<file path="src/rtl/lc_pkg.sv">
package lc_pkg;
   typedef enum logic [1:0] {
      WH_OFF = 2'd0,
      WH_ADD = 2'd1,
      WH_MUL = 2'd2,
      WH_RSV = 2'd3
   } wh_mode_e;

   localparam int NUM_POLY = 3;

   function automatic int max3(input int a, input int b, input int c);
      int m;
      m = (a > b) ? a : b;
      return (m > c) ? m : c;
   endfunction
endpackage

</file>
<file path="src/rtl/lc_scrambler.sv">
module lc_scrambler
   import lc_pkg::*;
#(
   parameter bit DESCR = 1'b0,
   parameter int DEG0  = 9,
   parameter int TAP0  = 5,
   parameter int DEG1  = 15,
   parameter int TAP1  = 14,
   parameter int DEG2  = 17,
   parameter int TAP2  = 12
) (
   input  logic       clk,
   input  logic       rst_n,
   input  logic       restart,
   input  logic       step,
   input  logic [1:0] mode,
   input  logic [1:0] poly,
   input  logic       din,
   output logic       dout
);
   localparam int W = max3(DEG0, DEG1, DEG2);

   if (TAP0 >= DEG0 || TAP1 >= DEG1 || TAP2 >= DEG2 || TAP0 < 1 || TAP1 < 1 || TAP2 < 1) begin : g_bad_tap
      $error("lc_scrambler: each tap must lie between 1 and its degree minus one");
   end
   if (W < 2) begin : g_bad_deg
      $error("lc_scrambler: degree must be at least 2");
   end

   logic [W-1:0]        sr_q;
   logic [W-1:0]        sr_cur;
   logic [W-1:0]        sr_nxt;
   logic [NUM_POLY-1:0] fb_vec;
   logic                fb;

   assign sr_cur = restart ? {W{1'b1}} : sr_q;

   for (genvar g = 0; g < NUM_POLY; g++) begin : g_poly
      localparam int D = (g == 0) ? DEG0 : (g == 1) ? DEG1 : DEG2;
      localparam int T = (g == 0) ? TAP0 : (g == 1) ? TAP1 : TAP2;
      assign fb_vec[g] = sr_cur[D-1] ^ sr_cur[T-1];
   end

   always_comb begin
      case (poly)
         2'd1:    fb = fb_vec[1];
         2'd2:    fb = fb_vec[2];
         default: fb = fb_vec[0];
      endcase
   end

   always_comb begin
      dout   = din;
      sr_nxt = sr_cur;
      case (wh_mode_e'(mode))
         WH_ADD: begin
            dout   = din ^ fb;
            sr_nxt = {sr_cur[W-2:0], fb};
         end
         WH_MUL: begin
            dout = din ^ fb;
            if (DESCR) sr_nxt = {sr_cur[W-2:0], din};
            else       sr_nxt = {sr_cur[W-2:0], din ^ fb};
         end
         default: ;
      endcase
   end

   always_ff @(posedge clk or negedge rst_n) begin
      if (!rst_n)       sr_q <= {W{1'b1}};
      else if (step)    sr_q <= sr_nxt;
      else if (restart) sr_q <= sr_cur;
   end
endmodule

</file>
<file path="src/rtl/lc_diff.sv">
module lc_diff #(
   parameter bit DECODE = 1'b0
) (
   input  logic clk,
   input  logic rst_n,
   input  logic restart,
   input  logic step,
   input  logic en,
   input  logic din,
   output logic dout
);
   logic lvl_q;
   logic lvl_cur;
   logic lvl_nxt;

   assign lvl_cur = restart ? 1'b0 : lvl_q;
   assign dout    = en ? (din ^ lvl_cur) : din;

   if (DECODE) begin : g_dec
      assign lvl_nxt = din;
   end else begin : g_enc
      assign lvl_nxt = din ^ lvl_cur;
   end

   always_ff @(posedge clk or negedge rst_n) begin
      if (!rst_n)           lvl_q <= 1'b0;
      else if (step && en)  lvl_q <= lvl_nxt;
      else if (restart)     lvl_q <= 1'b0;
   end
endmodule

</file>
<file path="src/rtl/lc_invert.sv">
module lc_invert (
   input  logic clk,
   input  logic rst_n,
   input  logic restart,
   input  logic step,
   input  logic four_level,
   input  logic inv_a,
   input  logic inv_b,
   input  logic din,
   output logic dout
);
   logic ph_q;
   logic ph_cur;
   logic flip;

   assign ph_cur = restart ? 1'b0 : ph_q;
   assign flip   = (four_level && ph_cur) ? inv_b : inv_a;
   assign dout   = din ^ flip;

   always_ff @(posedge clk or negedge rst_n) begin
      if (!rst_n)       ph_q <= 1'b0;
      else if (step)    ph_q <= four_level ? ~ph_cur : 1'b0;
      else if (restart) ph_q <= 1'b0;
   end
endmodule

</file>
<file path="src/rtl/line_coder.sv">
module line_coder #(
   parameter int DEG0 = 9,
   parameter int TAP0 = 5,
   parameter int DEG1 = 15,
   parameter int TAP1 = 14,
   parameter int DEG2 = 17,
   parameter int TAP2 = 12
) (
   input  logic       clk,
   input  logic       rst_n,
   input  logic       cfg_four_level,
   input  logic       cfg_inv_a,
   input  logic       cfg_inv_b,
   input  logic       cfg_diff,
   input  logic       cfg_manch,
   input  logic [1:0] cfg_wmode,
   input  logic [1:0] cfg_poly,
   input  logic       pkt_start,
   input  logic       tx_bit,
   input  logic       tx_stb,
   output logic       txo_bit,
   output logic       txo_stb,
   input  logic       rx_bit,
   input  logic       rx_stb,
   output logic       rxo_bit,
   output logic       rxo_stb,
   output logic       rxo_err
);
   // ---------------- transmit path ----------------
   logic tx_wht;
   logic tx_cod;
   logic pend_q;
   logic pend_bit_q;
   logic emit;
   logic emit_bit;
   logic emit_inv;

   lc_scrambler #(
      .DESCR(1'b0), .DEG0(DEG0), .TAP0(TAP0), .DEG1(DEG1), .TAP1(TAP1), .DEG2(DEG2), .TAP2(TAP2)
   ) u_tx_scr (
      .clk(clk), .rst_n(rst_n), .restart(pkt_start), .step(tx_stb),
      .mode(cfg_wmode), .poly(cfg_poly), .din(tx_bit), .dout(tx_wht)
   );

   lc_diff #(.DECODE(1'b0)) u_tx_diff (
      .clk(clk), .rst_n(rst_n), .restart(pkt_start), .step(tx_stb),
      .en(cfg_diff), .din(tx_wht), .dout(tx_cod)
   );

   assign emit     = tx_stb | pend_q;
   assign emit_bit = tx_stb ? tx_cod : pend_bit_q;

   lc_invert u_tx_inv (
      .clk(clk), .rst_n(rst_n), .restart(pkt_start), .step(emit),
      .four_level(cfg_four_level), .inv_a(cfg_inv_a), .inv_b(cfg_inv_b),
      .din(emit_bit), .dout(emit_inv)
   );

   always_ff @(posedge clk or negedge rst_n) begin
      if (!rst_n) begin
         txo_bit    <= 1'b0;
         txo_stb    <= 1'b0;
         pend_q     <= 1'b0;
         pend_bit_q <= 1'b0;
      end else begin
         txo_stb    <= emit;
         if (emit) txo_bit <= emit_inv;
         pend_q     <= tx_stb & cfg_manch;
         if (tx_stb) pend_bit_q <= ~tx_cod;
      end
   end

   // ---------------- receive path ----------------
   logic rx_pos;
   logic half_q;
   logic half_cur;
   logic h0_q;
   logic bit_vld;
   logic bit_val;
   logic bit_err;
   logic rx_dd;
   logic rx_dat;

   lc_invert u_rx_inv (
      .clk(clk), .rst_n(rst_n), .restart(pkt_start), .step(rx_stb),
      .four_level(cfg_four_level), .inv_a(cfg_inv_a), .inv_b(cfg_inv_b),
      .din(rx_bit), .dout(rx_pos)
   );

   assign half_cur = pkt_start ? 1'b0 : half_q;
   assign bit_vld  = rx_stb & (~cfg_manch | half_cur);
   assign bit_val  = cfg_manch ? h0_q : rx_pos;
   assign bit_err  = cfg_manch & (h0_q == rx_pos);

   always_ff @(posedge clk or negedge rst_n) begin
      if (!rst_n) begin
         half_q <= 1'b0;
         h0_q   <= 1'b0;
      end else if (rx_stb && cfg_manch) begin
         half_q <= ~half_cur;
         if (!half_cur) h0_q <= rx_pos;
      end else if (pkt_start || !cfg_manch) begin
         half_q <= 1'b0;
      end
   end

   lc_diff #(.DECODE(1'b1)) u_rx_diff (
      .clk(clk), .rst_n(rst_n), .restart(pkt_start), .step(bit_vld),
      .en(cfg_diff), .din(bit_val), .dout(rx_dd)
   );

   lc_scrambler #(
      .DESCR(1'b1), .DEG0(DEG0), .TAP0(TAP0), .DEG1(DEG1), .TAP1(TAP1), .DEG2(DEG2), .TAP2(TAP2)
   ) u_rx_scr (
      .clk(clk), .rst_n(rst_n), .restart(pkt_start), .step(bit_vld),
      .mode(cfg_wmode), .poly(cfg_poly), .din(rx_dd), .dout(rx_dat)
   );

   always_ff @(posedge clk or negedge rst_n) begin
      if (!rst_n) begin
         rxo_bit <= 1'b0;
         rxo_stb <= 1'b0;
         rxo_err <= 1'b0;
      end else begin
         rxo_stb <= bit_vld;
         rxo_err <= bit_vld & bit_err;
         if (bit_vld) rxo_bit <= rx_dat;
      end
   end
endmodule

</file>
<file path="config.mk">
export PLATFORM = sky130hd
export DESIGN_NAME = line_coder
export DESIGN_NICKNAME = d
export VERILOG_FILES = /design/src/rtl/lc_pkg.sv /design/src/rtl/lc_scrambler.sv /design/src/rtl/lc_diff.sv /design/src/rtl/lc_invert.sv /design/src/rtl/line_coder.sv
export SDC_FILE = /design/constraint.sdc
export NUM_CORES = 1
export LEC_CHECK = 0
export ABC_AREA = 1
export BUFFER_PORTS_ARGS = -buffer_cell sky130_fd_sc_hd__buf_2
export CAP_MARGIN = 20
export CORE_UTILIZATION = 40
export DETAILED_ROUTE_END_ITERATION = 6
export SYNTH_ARGS = -nofsm -noshare
export SYNTH_HDL_FRONTEND = slang
export SYNTH_HIERARCHICAL = 1
export SYNTH_SLANG_ARGS = --single-unit
</file>
<file path="constraint.sdc">
create_clock -name clk -period 2.3 [get_ports clk]
set_clock_uncertainty 0.05 [all_clocks]
set_input_delay 0.46 -clock clk [delete_from_list [all_inputs] [get_ports clk]]
set_output_delay 0.46 -clock clk [all_outputs]
set_load 0.1 [all_outputs]
</file>
* Yosys cells after proc, flatten, opt, wreduce, memory -nomap -nowiden
Cells that the tools add are included.
** Cells by class
- Bitwise gates (word level) :: 23
- Equal/unequal tests :: 5
- Muxes and demuxes :: 31
- Reduce and logical (&&, ||, !) cells :: 12
** Operators by type and width (number)
- 17-bit two-way mux :: 6
- 17-bit one-hot mux with 2 select lines :: 2
- 1-bit two-way mux :: 21
- 1-bit bitwise XOR :: 12
- 2-bit nonzero test :: 3
- 1-bit logical AND :: 5
- 1-bit NOT :: 5
- 1-bit bitwise AND :: 4
- 2-bit by 1-bit == test with 1-bit output, second input constant :: 2
- 2-bit == test, second input constant :: 2
- 1-bit one-hot mux with 2 select lines :: 2
- 1-bit OR :: 2
- 2-bit AND reduction :: 1
- 2-bit OR reduction :: 1
- 1-bit == test :: 1
- 1-bit logical NOT :: 1
- 1-bit logical OR :: 1
** Word-level totals
- Input bits :: 16
- Flip-flop bits (word level) :: 47
- Logic and storage cells :: 86
- Output and inout bits :: 5

* Depth between registers and ports, before layout
Gate-level depths: netlist (run 1).
- Depth after elaboration :: 9
- Mapped depth :: 20
- Depth with buffers taken out :: 19

* Hierarchy
Netlist (run 1), hierarchy kept.
** Modules (own cells, without submodules)
- lc_scrambler at u_rx_scr :: cells an instance 147, instances 1, area each 1166.1 um^2, sequential area each 446.7 um^2
- lc_scrambler at u_tx_scr :: cells an instance 146, instances 1, area each 1113.6 um^2, sequential area each 446.7 um^2
- line_coder :: cells an instance 45, instances 1, area each 399.1 um^2, sequential area each 225.2 um^2
- lc_invert :: cells an instance 16, instances 2, area each 92.6 um^2, sequential area each 25.0 um^2
- lc_diff at u_tx_diff :: cells an instance 14, instances 1, area each 81.3 um^2, sequential area each 25.0 um^2
- lc_diff at u_rx_diff :: cells an instance 10, instances 1, area each 65.1 um^2, sequential area each 25.0 um^2

* Worst setup path before layout (run 1)
Ideal clock, no wire load.
- Path kind :: input port to flip-flop
- Start point :: input port cfg_wmode[0]
- End point :: register txo_bit
- Arrival time :: 2.044 ns
- Buffers on the path :: 2
- Required time :: 2.130 ns
- Cell stages on the path :: 17
- Library setup time :: 0.120 ns
- Path slack :: 0.086 ns
- Path through :: inv_1 -> ha_1 -> buf_4 -> inv_2 -> buf_2 -> nand3_1 -> o21ai_0 -> inv_1 -> or2_0 -> nand2_1 -> nand2_1 -> nand2_1 -> inv_1 -> nand3_1 -> nand2_1 -> nand2_1 -> nand2_1
** On the way
- Word-level cells in the longest chain between the ends :: 7
- Elaborated cells between the ends (all ways) :: 8
- Classes of those cells :: 2 x eq/ne; 3 x mux; 2 x bitwise; 1 x reduce/logical
** RTL lines
- start: declaration :: line line_coder.sv:16 : input logic [1:0] cfg_wmode,
- 2-bit by 1-bit == test with 1-bit output / 2-bit == test (equally long branches) :: line lc_scrambler.sv:55 : case (wh_mode_e'(mode))
- 2-bit OR reduction (no source line) (*)
- 1-bit two-way mux (*)
- net tx_wht :: line line_coder.sv:30 : logic tx_wht;
- 1-bit bitwise XOR :: line lc_diff.sv:17 : assign dout = en ? (din ^ lvl_cur) : din;
- 1-bit two-way mux (*) :: line lc_diff.sv:17
- net tx_cod :: line line_coder.sv:31 : logic tx_cod;
- 1-bit two-way mux (*) :: line line_coder.sv:51 : assign emit_bit = tx_stb ? tx_cod : pend_bit_q;
- net emit_bit :: line line_coder.sv:35 : logic emit_bit;
- 1-bit bitwise XOR (*) :: line lc_invert.sv:18 : assign dout = din ^ flip;
- net emit_inv :: line line_coder.sv:36 : logic emit_inv;
- end signal: assignment :: line line_coder.sv:67 : if (emit) txo_bit <= emit_inv;
- end: declaration :: line line_coder.sv:21 : output logic txo_bit,
The timed path passes the listed nets; every way through them passes the cells marked *.
A chain may end at the register's enable or synchronous reset.

* Worst setup path in the final report (run 1)
- Start point :: register u_tx_scr.sr_q[4]
- End point :: register txo_bit
** On the way
- Word-level cells in the longest chain between the ends :: 9
** RTL lines
- start: declaration :: line lc_scrambler.sv:30 : logic [W-1:0] sr_q;
- start signal: assignment :: line lc_scrambler.sv:70 : if (!rst_n) sr_q <= {W{1'b1}};
- start signal: assignment :: line lc_scrambler.sv:71 : else if (step) sr_q <= sr_nxt;
- start signal: assignment :: line lc_scrambler.sv:72 : else if (restart) sr_q <= sr_cur;
- 17-bit two-way mux (*) :: line lc_scrambler.sv:36 : assign sr_cur = restart ? {W{1'b1}} : sr_q;
- 1-bit bitwise XOR (*) :: line lc_scrambler.sv:41 : assign fb_vec[g] = sr_cur[D-1] ^ sr_cur[T-1];
- 1-bit one-hot mux with 2 select lines (*) :: line lc_scrambler.sv:45 : case (poly)
- 1-bit bitwise XOR (*) :: line lc_scrambler.sv:57, lc_scrambler.sv:61
- 1-bit two-way mux (*)
- net tx_wht :: line line_coder.sv:30
- 1-bit bitwise XOR :: line lc_diff.sv:17
- 1-bit two-way mux (*) :: line lc_diff.sv:17
- net tx_cod :: line line_coder.sv:31
- 1-bit two-way mux (*) :: line line_coder.sv:51
- net emit_bit :: line line_coder.sv:35
- 1-bit bitwise XOR (*) :: line lc_invert.sv:18
- net emit_inv :: line line_coder.sv:36
Marks and branches as above.

==> results of run 1 <==
==> timing repair <==
item / CTS / global route
setup buffers: 0 / 0
endpoints found under the setup margin: 0 / 1
gates resized for setup: 0 / 2
==> cells by family after synthesis <==
logic type,count (synthesis),share of synthesized area [%]
buf+inv,79,12.6
fa+ha+maj,8,3.33
compound gates,104,18.8
flops,47,40.5
simple gates,156,24.8
==> layout make-up <==
type,instances,area [sq um]
flip-flops and latches,47,1220
inverters,63,236
fillers,746,3880
repair buffers,38,260
clock buffers,6,82.6
well taps,99,124
clock inverters,2,38.8
multi-input cells,268,1420
==> synthesized netlist by cell type, drive strengths merged <==
cell type	n	area share (%)
nand2	70	9.6
o21ai	68	11
inv	63	7.9
nand3	35	6.3
nor2	35	5.9
dfstp	34	30
a21oi	21	3.6
dfrtp	13	11
buf	11	3.4
ha	8	3.3
nand4	8	1.7
nor3	7	1.2
clkbuf	5	1.3
o311ai	5	1.5
a31oi	4	0.83
o211ai	4	1.0
o221ai	1	0.29
o22ai	1	0.21
or2	1	0.21
==> where the power goes <==
part | internal (mW) | switching, mW | total (mW)
sequential | 0.987 | 0.0548 | 1.04
combinational | 0.194 | 0.400 | 0.593
clock | 0.358 | 0.292 | 0.650
==> placed cells by master (no fill, tap or decap), drive strengths merged, types with 4 or more instances in the layout <==
cell type  netlist  final
a21oi           21     21
a31oi            4      4
buf             11     38
clkbuf           5      6
dfrtp           13     13
dfstp           34     34
ha               8      8
inv             63     64
nand2           70     70
nand3           35     35
nand4            8      8
nor2            35     35
nor3             7      7
o211ai           4      4
o21ai           68     68
o311ai           5      5
==> worst max-delay path: stages (launching register included) <==
cell	delay, ns
dfstp_2	0.52
nor2_1	0.06
inv_1	0.08
nor2_1	0.06
o21ai_2	0.17
nand2_1	0.08
nand2_1	0.07
nand3_1	0.08
o21ai_2	0.07
inv_1	0.07
or2_0	0.19
nand2_1	0.09
nand2_1	0.05
nand2_1	0.10
inv_1	0.04
nand3_1	0.07
nand2_1	0.05
nand2_1	0.06
nand2_1	0.04
==> per-stage QoR <==
step | hold slack, ns | area (sq um) | power [mW] | instances | utilization, %
after CTS | 0.221 | 3370 | 2.31 | 523 | 46.5
after global placement | 0.410 | 3250 | 1.64 | 515 | 44.8
after floorplan | 0.114 | 3010 | 1.49 | 394 | -
after detailed placement | 0.414 | 3250 | 1.65 | 515 | 44.8
after global routing | 0.246 | 3380 | 2.44 | 523 | 46.6
final | 0.196 | 3380 | 2.28 | 523 | 46.6
==> path summary, 6_finish.rpt <==
path	start	end
worst max-delay path	u_tx_scr/sr_q[4]	txo_bit
worst min-delay path	rst_n	half_q
worst max register to register	u_tx_scr/sr_q[4]	txo_bit
worst min register to register	u_rx_scr/sr_q[0]	u_rx_scr/sr_q[0]
max in group asynchronous	rst_n	u_tx_scr/sr_q[16]
min in group clk	rx_stb	u_rx_inv/ph_q
==> layer usage <==
layer / share of wire [%] / track usage [%] / vias to the layer above
met1: 49 / 23.5 / 1223
li1: - / - / 1356
met3: 3.6 / 3.08 / 10
met2: 46 / 28.8 / 46
met5: 0 / 0 / -
met4: 1.7 / 5.72 / 0
==> registers in the layout, summed over array words and instances, names as in the netlist <==
name             cells
rxo_err              1
u_tx_diff/lvl_q      1
txo_stb              1
half_q               1
pend_bit_q           1
u_tx_scr/sr_q       17
h0_q                 1
rxo_bit              1
u_tx_inv/ph_q        1
pend_q               1
rxo_stb              1
u_rx_inv/ph_q        1
u_rx_diff/lvl_q      1
u_rx_scr/sr_q       17
txo_bit              1
==> qor.yml, run 1 <==
status: "finished, final reports clean"
yosysSeqAreaShare_pct: 40.5
coreArea_sq_um: 7250
relSlewSlack_pct: 60.3
die_w_um: 88.8
peakVddDrop_mv: 0.268
synthesis.area_sq_um: 3010
dp_hpwl_um: 4620
grt_max_degree: 48
reg2regPathDepth: 18
criticalPathCategory: "register to register"
cts_root_buffer: "clkbuf_8"
yosys_warnings: 6
crit_path_start_kind: "register"
ios: 21
worstMarginPinSlew_ns: 0.595
finalSetupViolCount: 0
grtUsageTotal_pct: 17.6
clk_latency_ns: 0.30
cts_tree: "built"
drc: 0
slew_viol_final: 0
grt_overflow_total: 0
ant_nets: 0
nets: 447
place_congestion: 0.774
grt_pass1_vias: 2446
finalCritPeriodShare_pct: 91.2
hold_viol: 0
cts_max_level: 2
antenna_found_initial: 0
clkTransAtPathRegs_ns: 0.10
synth.ff_latch_count: 47
path_max_fanout: 3
yosysUniqueCellTypes: 32
vias: 2635
holdBufCountCts: 0
cts_made_buffers: 5
syn_inst: 394
row_count: 31
synth_nets: 418
start_util_pct: 41.5
syn_to_final_growth_pct: 12.2
rsz0062_at_grt: "no"
drt_pass1_iterations: 4
setup_slack_ns: 0.202
avgViaCountPerCell: 5.04
drt_iter0_drc: 120
clk_path_buf_depth: 2
max-cap-violations: 0
fin_crit_ns: 2.10
grt_pass1_wl_um: 10900
avgSynthCellArea_sq_um: 7.64
fmax_mhz: 477
portBuffers: 20
wl_um: 6370
drive_gt1_share_pct: 24.8
num_antenna_cells: 0
post-place-ws_ns: -0.0761
leakage_nw: 1.65
hp-class: "input port to asynchronous set/reset pin"
r2r_slack_ns: 0.20
cts_sinks: 47
critPathCaptureType: "register"
die_y_um: 88.8
cellPowerDensity_nw_per_um2: 677
wire_per_inst_um: 12.2
cp.required_ns: 2.46
cp.arrival_ns: 2.25
die-area_sq_um: 7880
setup_tns_ns: 0
(Power assumes the default switching activity.)
==> run 2, diff against run 1 <==
--- a/config.mk
+++ b/config.mk
@@ -8,7 +8,7 @@
 export ABC_AREA = 1
 export BUFFER_PORTS_ARGS = -buffer_cell sky130_fd_sc_hd__buf_2
 export CAP_MARGIN = 20
-export CORE_UTILIZATION = 40
+export CORE_UTILIZATION = 46
 export DETAILED_ROUTE_END_ITERATION = 6
 export SYNTH_ARGS = -nofsm -noshare
 export SYNTH_HDL_FRONTEND = slang
==> run 2 against run 1 <==
  * Critical path depth did not move
  * Maximum frequency grew 2.6%
  * Via count is 0.95% higher
  * Largest cell class unchanged
==> qor.yml, run 2 (synthesized netlist as in run 1, its figures left out) <==
cts_root_buffer: "clkbuf_8"
rsz0062_at_grt: "no"
worstPathCellList: "nor2_1, inv_1, nor2_1, o21ai_2, nand2_1, nand2_1, nand3_2, o21ai_2, inv_1, or2_0, nand2_1, nand2_1, nand2_1, inv_1, nand3_1, nand2_1, nand2_1, nand2_1"
nets: 445  # -0.45%
die-area_sq_um: 6870  # -13%
place_inst: 490  # -4.9%
top_regs: "u_rx_scr/sr_q (17), u_tx_scr/sr_q (17)"
routed.top_layer: "met4"
crit_path_start_kind: "register"
grt_max_degree: 26  # -46%
final_cell_mix: "nand2_1, o21ai_0, inv_1"
r2r_start: "u_tx_scr/sr_q[4]"
path_max_fanout: 3  # unchanged
critPathSlowestCell: "dfstp_2"
cp.required_ns: 2.45  # about the same
fmax_mhz: 489  # +2.6%
die_w_um: 82.9  # -6.6%
status: "finished, final reports clean"
layout_commonest_cell: "nand2_1"
grt_overflow_total: 0  # unchanged
crit_path_frequent_cell: "nand2_1"
grt_pass1_vias: 2485  # +1.6%
leakage_nw: 1.64  # -1.0%
worstMarginPinSlew_ns: 0.551  # -0.0447 ns
portBuffers: 20  # unchanged
num_antenna_cells: 0  # unchanged
grtUsageTotal_pct: 20.2  # +2.6 points
reg2regPathDepth: 18  # unchanged
drt_iter0_drc: 146  # +22%
place_area_sq_um: 3200  # -1.5%
die_y_um: 82.9  # -6.6%
finalSetupViolCount: 0  # unchanged
clk_latency_ns: 0.30  # about the same
clk_path_buf_depth: 2  # unchanged
coreArea_sq_um: 6350  # -12%
max-cap-violations: 0  # unchanged
finalCritPeriodShare_pct: 89.0  # -2.3 points
wl_um: 6470  # +1.5%
avgViaCountPerCell: 5.33  # +5.8%
final_cell_area_sq_um: 3320  # -1.6%
critPathMaxStageDelay_ns: 0.52  # about the same
slew_viol_final: 0  # unchanged
drive_gt1_share_pct: 24.2  # -0.59 points
fin_crit_ns: 2.05  # -0.0522 ns
criticalPathCategory: "register to register"
drc: 0  # unchanged
place_congestion: 0.861  # +11%
relSlewSlack_pct: 63.3  # +3.0 points
clkTransAtPathRegs_ns: 0.09  # about the same
dp_hpwl_um: 4670  # +1.1%
stdcell_count: 499  # -4.6%
hold_viol: 0  # unchanged
hp-class: "input port to asynchronous set/reset pin"
wl_met3_um: 179  # -23%
ios: 21  # unchanged
cellPowerDensity_nw_per_um2: 673  # -0.59%
r2r_slack_ns: 0.25  # +0.05 ns
critPathCaptureType: "register"
cts_sinks: 47  # unchanged
crit_start: "u_tx_scr/sr_q[4]"
grt_pass1_wl_um: 11300  # +3.5%
start_util_pct: 47.4  # +5.9 points
wire_per_inst_um: 13.0  # +6.4%
row_count: 29  # -6.5%
wl_met2_um: 3100  # +6.3%
cts_made_buffers: 5  # unchanged
vias: 2660  # +0.95%
cp.arrival_ns: 2.19  # -0.06 ns
wl_met1_um: 3090  # -0.74%
drt_pass1_iterations: 5  # +1
cts_max_level: 2  # unchanged
ant_nets: 0  # unchanged
cts_tree: "built"
peakVddDrop_mv: 0.359  # +34%
antenna_found_initial: 0  # unchanged
syn_to_final_growth_pct: 10.4
[run 2: changes by cell type in the layout (fill, tap and decap cells not counted), sizes merged]
cell    before  now
buf         38   36
clkbuf       6    7
inv         64   63
[run 2: final timing paths]
check,endpoint
max in group asynchronous,u_tx_scr/sr_q[7]
min,rxo_stb
min in group clk,pend_q
max,txo_bit
min reg2reg,u_rx_scr/sr_q[0]
max reg2reg,txo_bit
[run 2: through the flow]
stage / TNS [ns] / hold slack (ns) / worst slack, ns / utilization, % / power (mW)
2_1_floorplan: 0 / 0.114 / 0.0860 / - / 1.49
3_3_place_gp: 0 / 0.407 / 0.0137 / 50.4 / 1.63
3_5_place_dp: -0.0392 / 0.411 / -0.0392 / 50.4 / 1.64
4_1_cts: 0 / 0.0998 / 0.202 / 52.1 / 2.26
5_1_grt: 0 / 0.128 / 0.00214 / 52.4 / 2.38
6_report: 0 / 0.0856 / 0.254 / 52.4 / 2.24
[run 2: final cells by class]
type	instances	area, sq um
fill	636	3030
inverter	63	236
clock inverter	1	30.0
sequential	47	1220
clock buffer	7	76.3
timing repair buffer	36	245
tap	77	96.3
multi-input combinational	268	1420
[run 2: worst max-delay path, delay by kind of cell, from the launching register on]
family	cells	cell delay (ns)
DFF	1	0.52
AOI/OAI and AO/OA	2	0.24
buffers and inverters	3	0.18
and+or+nand+nor	13	0.97
[run 2: repair_timing]
| action | 4_1_cts | 5_1_grt |
|---|---|---|
| buffers inserted | 0 | 1 |
| hold buffers | 0 | 0 |
| hold endpoints to repair | 0 | 0 |
| gates resized for setup | 0 | 3 |
| setup endpoints to repair | 0 | 1 |
[run 2: per-layer routing]
metal | vias up | global-route usage, %
li1 | 1353 | -
met1 | 1260 | 26.5
met2 | 37 | 34.1
met3 | 10 | 3.38
met4 | 0 | 5.96
met5 | - | 0
[run 2: where the power goes]
group,switching [mW],internal (mW),leakage (nW)
Sequential,0.0570,0.987,0.523
Combinational,0.399,0.191,1.06
Clock,0.276,0.326,0.0524
Total,0.732,1.50,1.64
